--- src/rtl/gpb_pkg.sv ---
// gpb_pkg: shared offsets and types for the GPIO bank register block.
// Assumes byte addressing with 32-bit registers on a 4-byte stride.
package gpb_pkg;

    // Byte offsets decoded by the block
    localparam int unsigned OFS_PORT_BASE = 'h000;
    localparam int unsigned PORT_STRIDE   = 4;
    localparam int unsigned OFS_DATA      = 'h040;
    localparam int unsigned OFS_PIN       = 'h060;
    localparam int unsigned OFS_DIR       = 'h204;
    localparam int unsigned OFS_OE        = 'h208;

    // Read source selected by the decoder
    typedef enum logic [2:0] {
        RSEL_NONE,
        RSEL_DATA,
        RSEL_PIN,
        RSEL_DIR,
        RSEL_OE
    } rsel_e;

    // Full-word register write strobes
    typedef struct packed {
        logic data_we;
        logic dir_we;
        logic oe_we;
    } regwr_t;

endpackage

--- src/rtl/gpb_sync.sv ---
// gpb_sync: multi-flop synchronizer for asynchronous pin levels.
// Assumes each bit is an independent level; no bus coherency is needed.
module gpb_sync #(
    parameter int WIDTH  = 32,
    parameter int STAGES = 2
) (
    input  logic             clk,
    input  logic             rst_n,
    input  logic [WIDTH-1:0] d,
    output logic [WIDTH-1:0] q
);

    logic [WIDTH-1:0] chain [STAGES];

    // Shift the pin levels through the flop chain
    always_ff @(posedge clk) begin
        if (!rst_n) begin
            for (int i = 0; i < STAGES; i++) chain[i] <= '0;
        end else begin
            chain[0] <= d;
            for (int i = 1; i < STAGES; i++) chain[i] <= chain[i-1];
        end
    end

    assign q = chain[STAGES-1];

endmodule

--- src/rtl/gpb_decode.sv ---
// gpb_decode: turns a bus request into write strobes and a read select.
// Assumes full-address compare; anything unmatched reads as none.
module gpb_decode
    import gpb_pkg::*;
#(
    parameter int ADDR_W = 12,
    parameter int NPORTS = 2
) (
    input  logic              bus_sel,
    input  logic              bus_we,
    input  logic [ADDR_W-1:0] bus_addr,
    output logic [NPORTS-1:0] port_we,
    output regwr_t            reg_wr,
    output rsel_e             rsel
);

    logic wr_req;
    logic rd_req;

    assign wr_req = bus_sel & bus_we;
    assign rd_req = bus_sel & ~bus_we;

    // One write strobe per masked half-word port
    for (genvar p = 0; p < NPORTS; p++) begin : g_port
        assign port_we[p] = wr_req &
            (bus_addr == ADDR_W'(OFS_PORT_BASE + PORT_STRIDE * p));
    end

    // Full-word write strobes; the pin register has none
    always_comb begin
        reg_wr.data_we = wr_req & (bus_addr == ADDR_W'(OFS_DATA));
        reg_wr.dir_we  = wr_req & (bus_addr == ADDR_W'(OFS_DIR));
        reg_wr.oe_we   = wr_req & (bus_addr == ADDR_W'(OFS_OE));
    end

    // Read source; write-only ports and unmapped offsets give none
    always_comb begin
        rsel = RSEL_NONE;
        if (rd_req) begin
            if      (bus_addr == ADDR_W'(OFS_DATA)) rsel = RSEL_DATA;
            else if (bus_addr == ADDR_W'(OFS_PIN))  rsel = RSEL_PIN;
            else if (bus_addr == ADDR_W'(OFS_DIR))  rsel = RSEL_DIR;
            else if (bus_addr == ADDR_W'(OFS_OE))   rsel = RSEL_OE;
        end
    end

endmodule

--- src/rtl/gpb_mask_merge.sv ---
// gpb_mask_merge: next output data from full-word and masked port writes.
// Assumes the upper half of the write word is an inverted mask (1 = keep).
module gpb_mask_merge #(
    parameter int DATA_W = 32,
    parameter int NPORTS = 2
) (
    input  logic [DATA_W-1:0] cur,
    input  logic              full_we,
    input  logic [DATA_W-1:0] wword,
    input  logic [NPORTS-1:0] port_we,
    output logic [DATA_W-1:0] nxt
);

    localparam int HALF = DATA_W / 2;

    logic [HALF-1:0] mask;
    logic [HALF-1:0] val;

    assign mask = wword[DATA_W-1:HALF];
    assign val  = wword[HALF-1:0];

    // Keep masked bits, load the rest of the addressed half
    always_comb begin
        nxt = cur;
        if (full_we) nxt = wword;
        for (int p = 0; p < NPORTS; p++) begin
            if (port_we[p]) begin
                nxt[p*HALF +: HALF] = (cur[p*HALF +: HALF] & mask) | (val & ~mask);
            end
        end
    end

endmodule

--- src/rtl/gpb_bank.sv ---
// gpb_bank: register block for one GPIO bank with masked half-word writes.
// Assumes one-cycle request pulses; read data is registered one cycle later.
module gpb_bank
    import gpb_pkg::*;
#(
    parameter int ADDR_W      = 12,
    parameter int DATA_W      = 32,
    parameter int SYNC_STAGES = 2
) (
    input  logic              clk,
    input  logic              rst_n,
    input  logic              bus_sel,
    input  logic              bus_we,
    input  logic [ADDR_W-1:0] bus_addr,
    input  logic [DATA_W-1:0] bus_wdata,
    output logic [DATA_W-1:0] bus_rdata,
    input  logic [DATA_W-1:0] pin_in,
    output logic [DATA_W-1:0] pad_out,
    output logic [DATA_W-1:0] pad_oe
);

    localparam int HALF   = DATA_W / 2;
    localparam int NPORTS = DATA_W / HALF;

    logic [NPORTS-1:0] port_we;
    regwr_t            reg_wr;
    rsel_e             rsel;
    logic [DATA_W-1:0] data_q, dir_q, oe_q, data_nxt, pin_sync;

    gpb_decode #(.ADDR_W(ADDR_W), .NPORTS(NPORTS)) u_decode (
        .bus_sel (bus_sel),
        .bus_we  (bus_we),
        .bus_addr(bus_addr),
        .port_we (port_we),
        .reg_wr  (reg_wr),
        .rsel    (rsel)
    );

    gpb_mask_merge #(.DATA_W(DATA_W), .NPORTS(NPORTS)) u_merge (
        .cur    (data_q),
        .full_we(reg_wr.data_we),
        .wword  (bus_wdata),
        .port_we(port_we),
        .nxt    (data_nxt)
    );

    gpb_sync #(.WIDTH(DATA_W), .STAGES(SYNC_STAGES)) u_sync (
        .clk  (clk),
        .rst_n(rst_n),
        .d    (pin_in),
        .q    (pin_sync)
    );

    // Output data register, loaded from the merge result
    always_ff @(posedge clk) begin
        if (!rst_n) data_q <= '0;
        else        data_q <= data_nxt;
    end

    // Direction and output-enable registers
    always_ff @(posedge clk) begin
        if (!rst_n) begin
            dir_q <= '0;
            oe_q  <= '0;
        end else begin
            if (reg_wr.dir_we) dir_q <= bus_wdata;
            if (reg_wr.oe_we)  oe_q  <= bus_wdata;
        end
    end

    // Registered read data, zero when no read was requested
    always_ff @(posedge clk) begin
        if (!rst_n) begin
            bus_rdata <= '0;
        end else begin
            case (rsel)
                RSEL_DATA: bus_rdata <= data_q;
                RSEL_PIN:  bus_rdata <= pin_sync;
                RSEL_DIR:  bus_rdata <= dir_q;
                RSEL_OE:   bus_rdata <= oe_q;
                default:   bus_rdata <= '0;
            endcase
        end
    end

    assign pad_out = data_q;
    assign pad_oe  = dir_q & oe_q;

    // low port leaves masked bits and the upper half untouched
    a_r2_low_port_mask: assert property (@(posedge clk) disable iff (!rst_n)
        port_we[0] |=>
            ((data_q[HALF-1:0] & $past(bus_wdata[DATA_W-1:HALF])) ==
             ($past(data_q[HALF-1:0]) & $past(bus_wdata[DATA_W-1:HALF]))) &&
            (data_q[DATA_W-1:HALF] == $past(data_q[DATA_W-1:HALF])));

    // high port loads unmasked bits and leaves the lower half untouched
    a_r3_high_port_load: assert property (@(posedge clk) disable iff (!rst_n)
        port_we[NPORTS-1] |=>
            ((data_q[DATA_W-1:HALF] & ~$past(bus_wdata[DATA_W-1:HALF])) ==
             ($past(bus_wdata[HALF-1:0]) & ~$past(bus_wdata[DATA_W-1:HALF]))) &&
            (data_q[HALF-1:0] == $past(data_q[HALF-1:0])));

    // a direction write is visible on the next cycle
    a_r6_dir_write: assert property (@(posedge clk) disable iff (!rst_n)
        (bus_sel && bus_we && bus_addr == ADDR_W'(OFS_DIR)) |=>
            (dir_q == $past(bus_wdata)));

    // a write to the pin register changes nothing
    a_r9_ro_write_ignored: assert property (@(posedge clk) disable iff (!rst_n)
        (bus_sel && bus_we && bus_addr == ADDR_W'(OFS_PIN)) |=>
            ($stable(data_q) && $stable(dir_q) && $stable(oe_q)));

    // read data is zero after a cycle with no read request
    a_r10_idle_rdata_zero: assert property (@(posedge clk) disable iff (!rst_n)
        !$past(bus_sel && !bus_we) |-> (bus_rdata == '0));

endmodule

--- config.mk ---
export PLATFORM = sky130hd
export DESIGN_NAME = gpb_bank
export DESIGN_NICKNAME = d
export VERILOG_FILES = /design/src/rtl/gpb_pkg.sv /design/src/rtl/gpb_sync.sv /design/src/rtl/gpb_decode.sv /design/src/rtl/gpb_mask_merge.sv /design/src/rtl/gpb_bank.sv
export SDC_FILE = /design/constraint.sdc
export NUM_CORES = 1
export LEC_CHECK = 0
export ABC_AREA = 1
export BUFFER_PORTS_ARGS = -buffer_cell sky130_fd_sc_hd__buf_2
export CAP_MARGIN = 20
export CORE_UTILIZATION = 45
export DETAILED_ROUTE_END_ITERATION = 10
export GPL_TIMING_DRIVEN = 0
export PLACE_DENSITY = 0.73
export SLEW_MARGIN = 0
export SYNTH_ARGS = -nofsm -noshare
export SYNTH_HDL_FRONTEND = slang
export SYNTH_SLANG_ARGS = --single-unit
export TNS_END_PERCENT = 50
--- constraint.sdc ---
create_clock -name clk -period 1.9 [get_ports clk]
set_input_delay 0.38 -clock clk [delete_from_list [all_inputs] [get_ports clk]]
set_output_delay 0.38 -clock clk [all_outputs]
set_load 0.05 [all_outputs]
==> run metrics <==
CP Capture Type flop; Pleak 5.01 nW; synthesized area 8340 µm²; row count 49; Clock Latency Late Sink 0.44 ns; DR vias 8493; initial DRC count 781; Die Footprint 19100 µm²; Post-route DRC 20; area delta synth->final 21.4%; most common cell after layout, fill and taps aside nand2_1; f_max 0.599 GHz; Mapped Nets 1242; Final setup viols 0; Syn Area/Cell 7.18 µm²; area of the multi-input gates 3400 µm²; Die H 138 µm; Final nets 1435; routed wire length 27800 µm; count of state elements after synthesis 192; Most used DFF post-synth dfxtp_1; First-pass DRT Iterations 8; CTS buffer count 17; CTS H-tree lvls 4; IO Pins 176; RSZ-0062 raised after global routing no; first-pass GRT wire length 42200 µm; Cell Count, Final, Fillers Out 1597; clock transition at the registers of the reported paths 0.08 ns; critical-path cell list buf_2 -> inv_2 -> nand2_4 -> nor2_8 -> nand2_2 -> nor2_2 -> buf_2 -> nand4_1 -> nand3_1 -> nor2_1 -> nor2_1; clock sink count 192; Worst Hold Class in2reg; grt total ovfl 0; fill count 1744; Core ar. 18100 µm²; post-layout min period 1.67 ns; final antenna diode count 0; Post-Place Cells 1565; Clock Tree Root clkbuf_16; most frequent cells in the layout 231 x nand2_1, 197 x buf_2, 192 x dfxtp_1, 170 x inv_1, 135 x nor2_1; Met3 Wirelength 2440 µm; Vias/cell 5.32; PwrDens 821 nW/µm²; Sequential Area 3840 µm²; status complete, but fails checks; CP max-delay cell nor2_2; final hold viol count 0; crit path max fanout 10; synth unique cells 26; failing checks design-rule violations; crit path DAT 2.05 ns; Max clock buf depth 2; port bufs 174; peak supply drop 0.000632 V; TritonCTS clock tree yes; CP max stage delay 0.40 ns; fin crit share 87.9%; die width 138 µm; design area 10100 µm²; Ys Warns 0; sequential element share of the synthesized area 46.1%; share of cells above drive strength 1 20.5%; WP data required 2.28 ns; top sig layer met5; Placed Area 9500 µm²; Max-Cap Viols 0; routability cong. 0.956; largest net degree at the start of global routing 19; Post-synth EDFFs 0; hold_buf cts 0; Avg WL per Cell 17.4 µm; async set-reset flop share out of synthesis 0%; crit path kind in2reg; antenna violations before repair 1; Slew HR 42.6%; initial core utilization 46.1%; crit path launch type primary input; Total Routing Usage GR 29.1%; measured slew at the worst slew-check pin 0.861 ns; vias in the first global route 7513; Final Skew 0.0114 ns; HPWL after DPL 20700 µm; Final Max Slew Viols 0; post-route ant nets 0; M1 WL 11900 µm; metal2 WL 12700 µm; Gate Count Post-Synth 1162
==> worst max-delay path: cells and delay by family <==
kind | cells | cell delay [ns]
buf+inv | 3 | 0.52
simple gates | 8 | 1.13
==> cell type report <==
type                            instances  area share, %
Tap cell                              229           2.83
Clock buffer                           19           4.47
Clock inverter                         13           1.68
Inverter                              178           6.61
Sequential cell                       192           38.0
Timing Repair Buffer                  174           8.60
Buffer                                 80           4.29
Multi-Input combinational cell        712           33.6
==> cells in the mapped netlist (4+ instances only) <==
master,number,area [µm²]
buf_1,5,18.8
nor2_1,135,507
buf_4,8,60.1
clkbuf_1,34,128
a31oi_1,28,175
buf_2,23,115
nand2_2,5,31.3
nand3_1,95,475
o21ai_0,27,135
nand3b_1,4,30.0
nand4_1,98,613
nand2_1,231,867
nor2_4,4,45.0
inv_2,7,26.3
nor2_2,6,37.5
a21oi_1,68,340
inv_1,170,638
dfxtp_1,192,3840
buf_6,10,113
==> power by group <==
part	switching [mW]	leakage, nW	total [mW]	internal (mW)
combinational	0.310	3.15	0.433	0.123
clock	1.71	0.304	3.78	2.07
sequential	0.0164	1.56	4.10	4.08
==> stage by stage <==
stage	total power, mW	util, %	setup slack [ns]	TNS (ns)	hold WS (ns)
3_5_place_dp	4.62	52.5	-0.246	-5.82	0.395
5_1_grt	8.56	56.0	0.105	0	0.125
2_1_floorplan	4.40	-	0.372	0	0.390
3_3_place_gp	4.61	52.5	-0.229	-4.62	0.395
4_1_cts	8.31	56.0	0.197	0	0.110
6_report	8.31	56.0	0.231	0	0.117
==> kinds of logic (layout without fill, tap and decap cells) <==
kind of cell    after synthesis  after routing  share of synthesized area (%)
compound gates              128            128                           8.55
simple gates                584            584                           32.1
flops                       192            192                           46.1
buf+inv                     258            464                           13.2
==> metal layers <==
layer / up-vias / track usage (%)
met2: 407 / 46.2
met3: 47 / 5.72
li1: 4108 / -
met4: 2 / 11.2
met1: 3929 / 39.1
met5: - / 0
==> what timing repair did <==
action,in CTS,in global routing
endpoints found under the setup margin,0,3
buffers inserted,0,0
gates resized for setup,0,1
==> path summary, 6_finish.rpt <==
check | cells past startpoint | startpoint | to | slack (ns)
worst max-delay path | 11 | bus_addr[4] | bus_rdata[30] | 0.23
worst min-delay path | 3 | pin_in[7] | u_sync.chain[0][7] | 0.12
worst max register to register | 4 | dir_q[24] | bus_rdata[24] | 1.03
worst min register to register | 2 | u_sync.chain[0][22] | u_sync.chain[0][54] | 0.41
No activity file was read; power rests on OpenSTA's default activity.
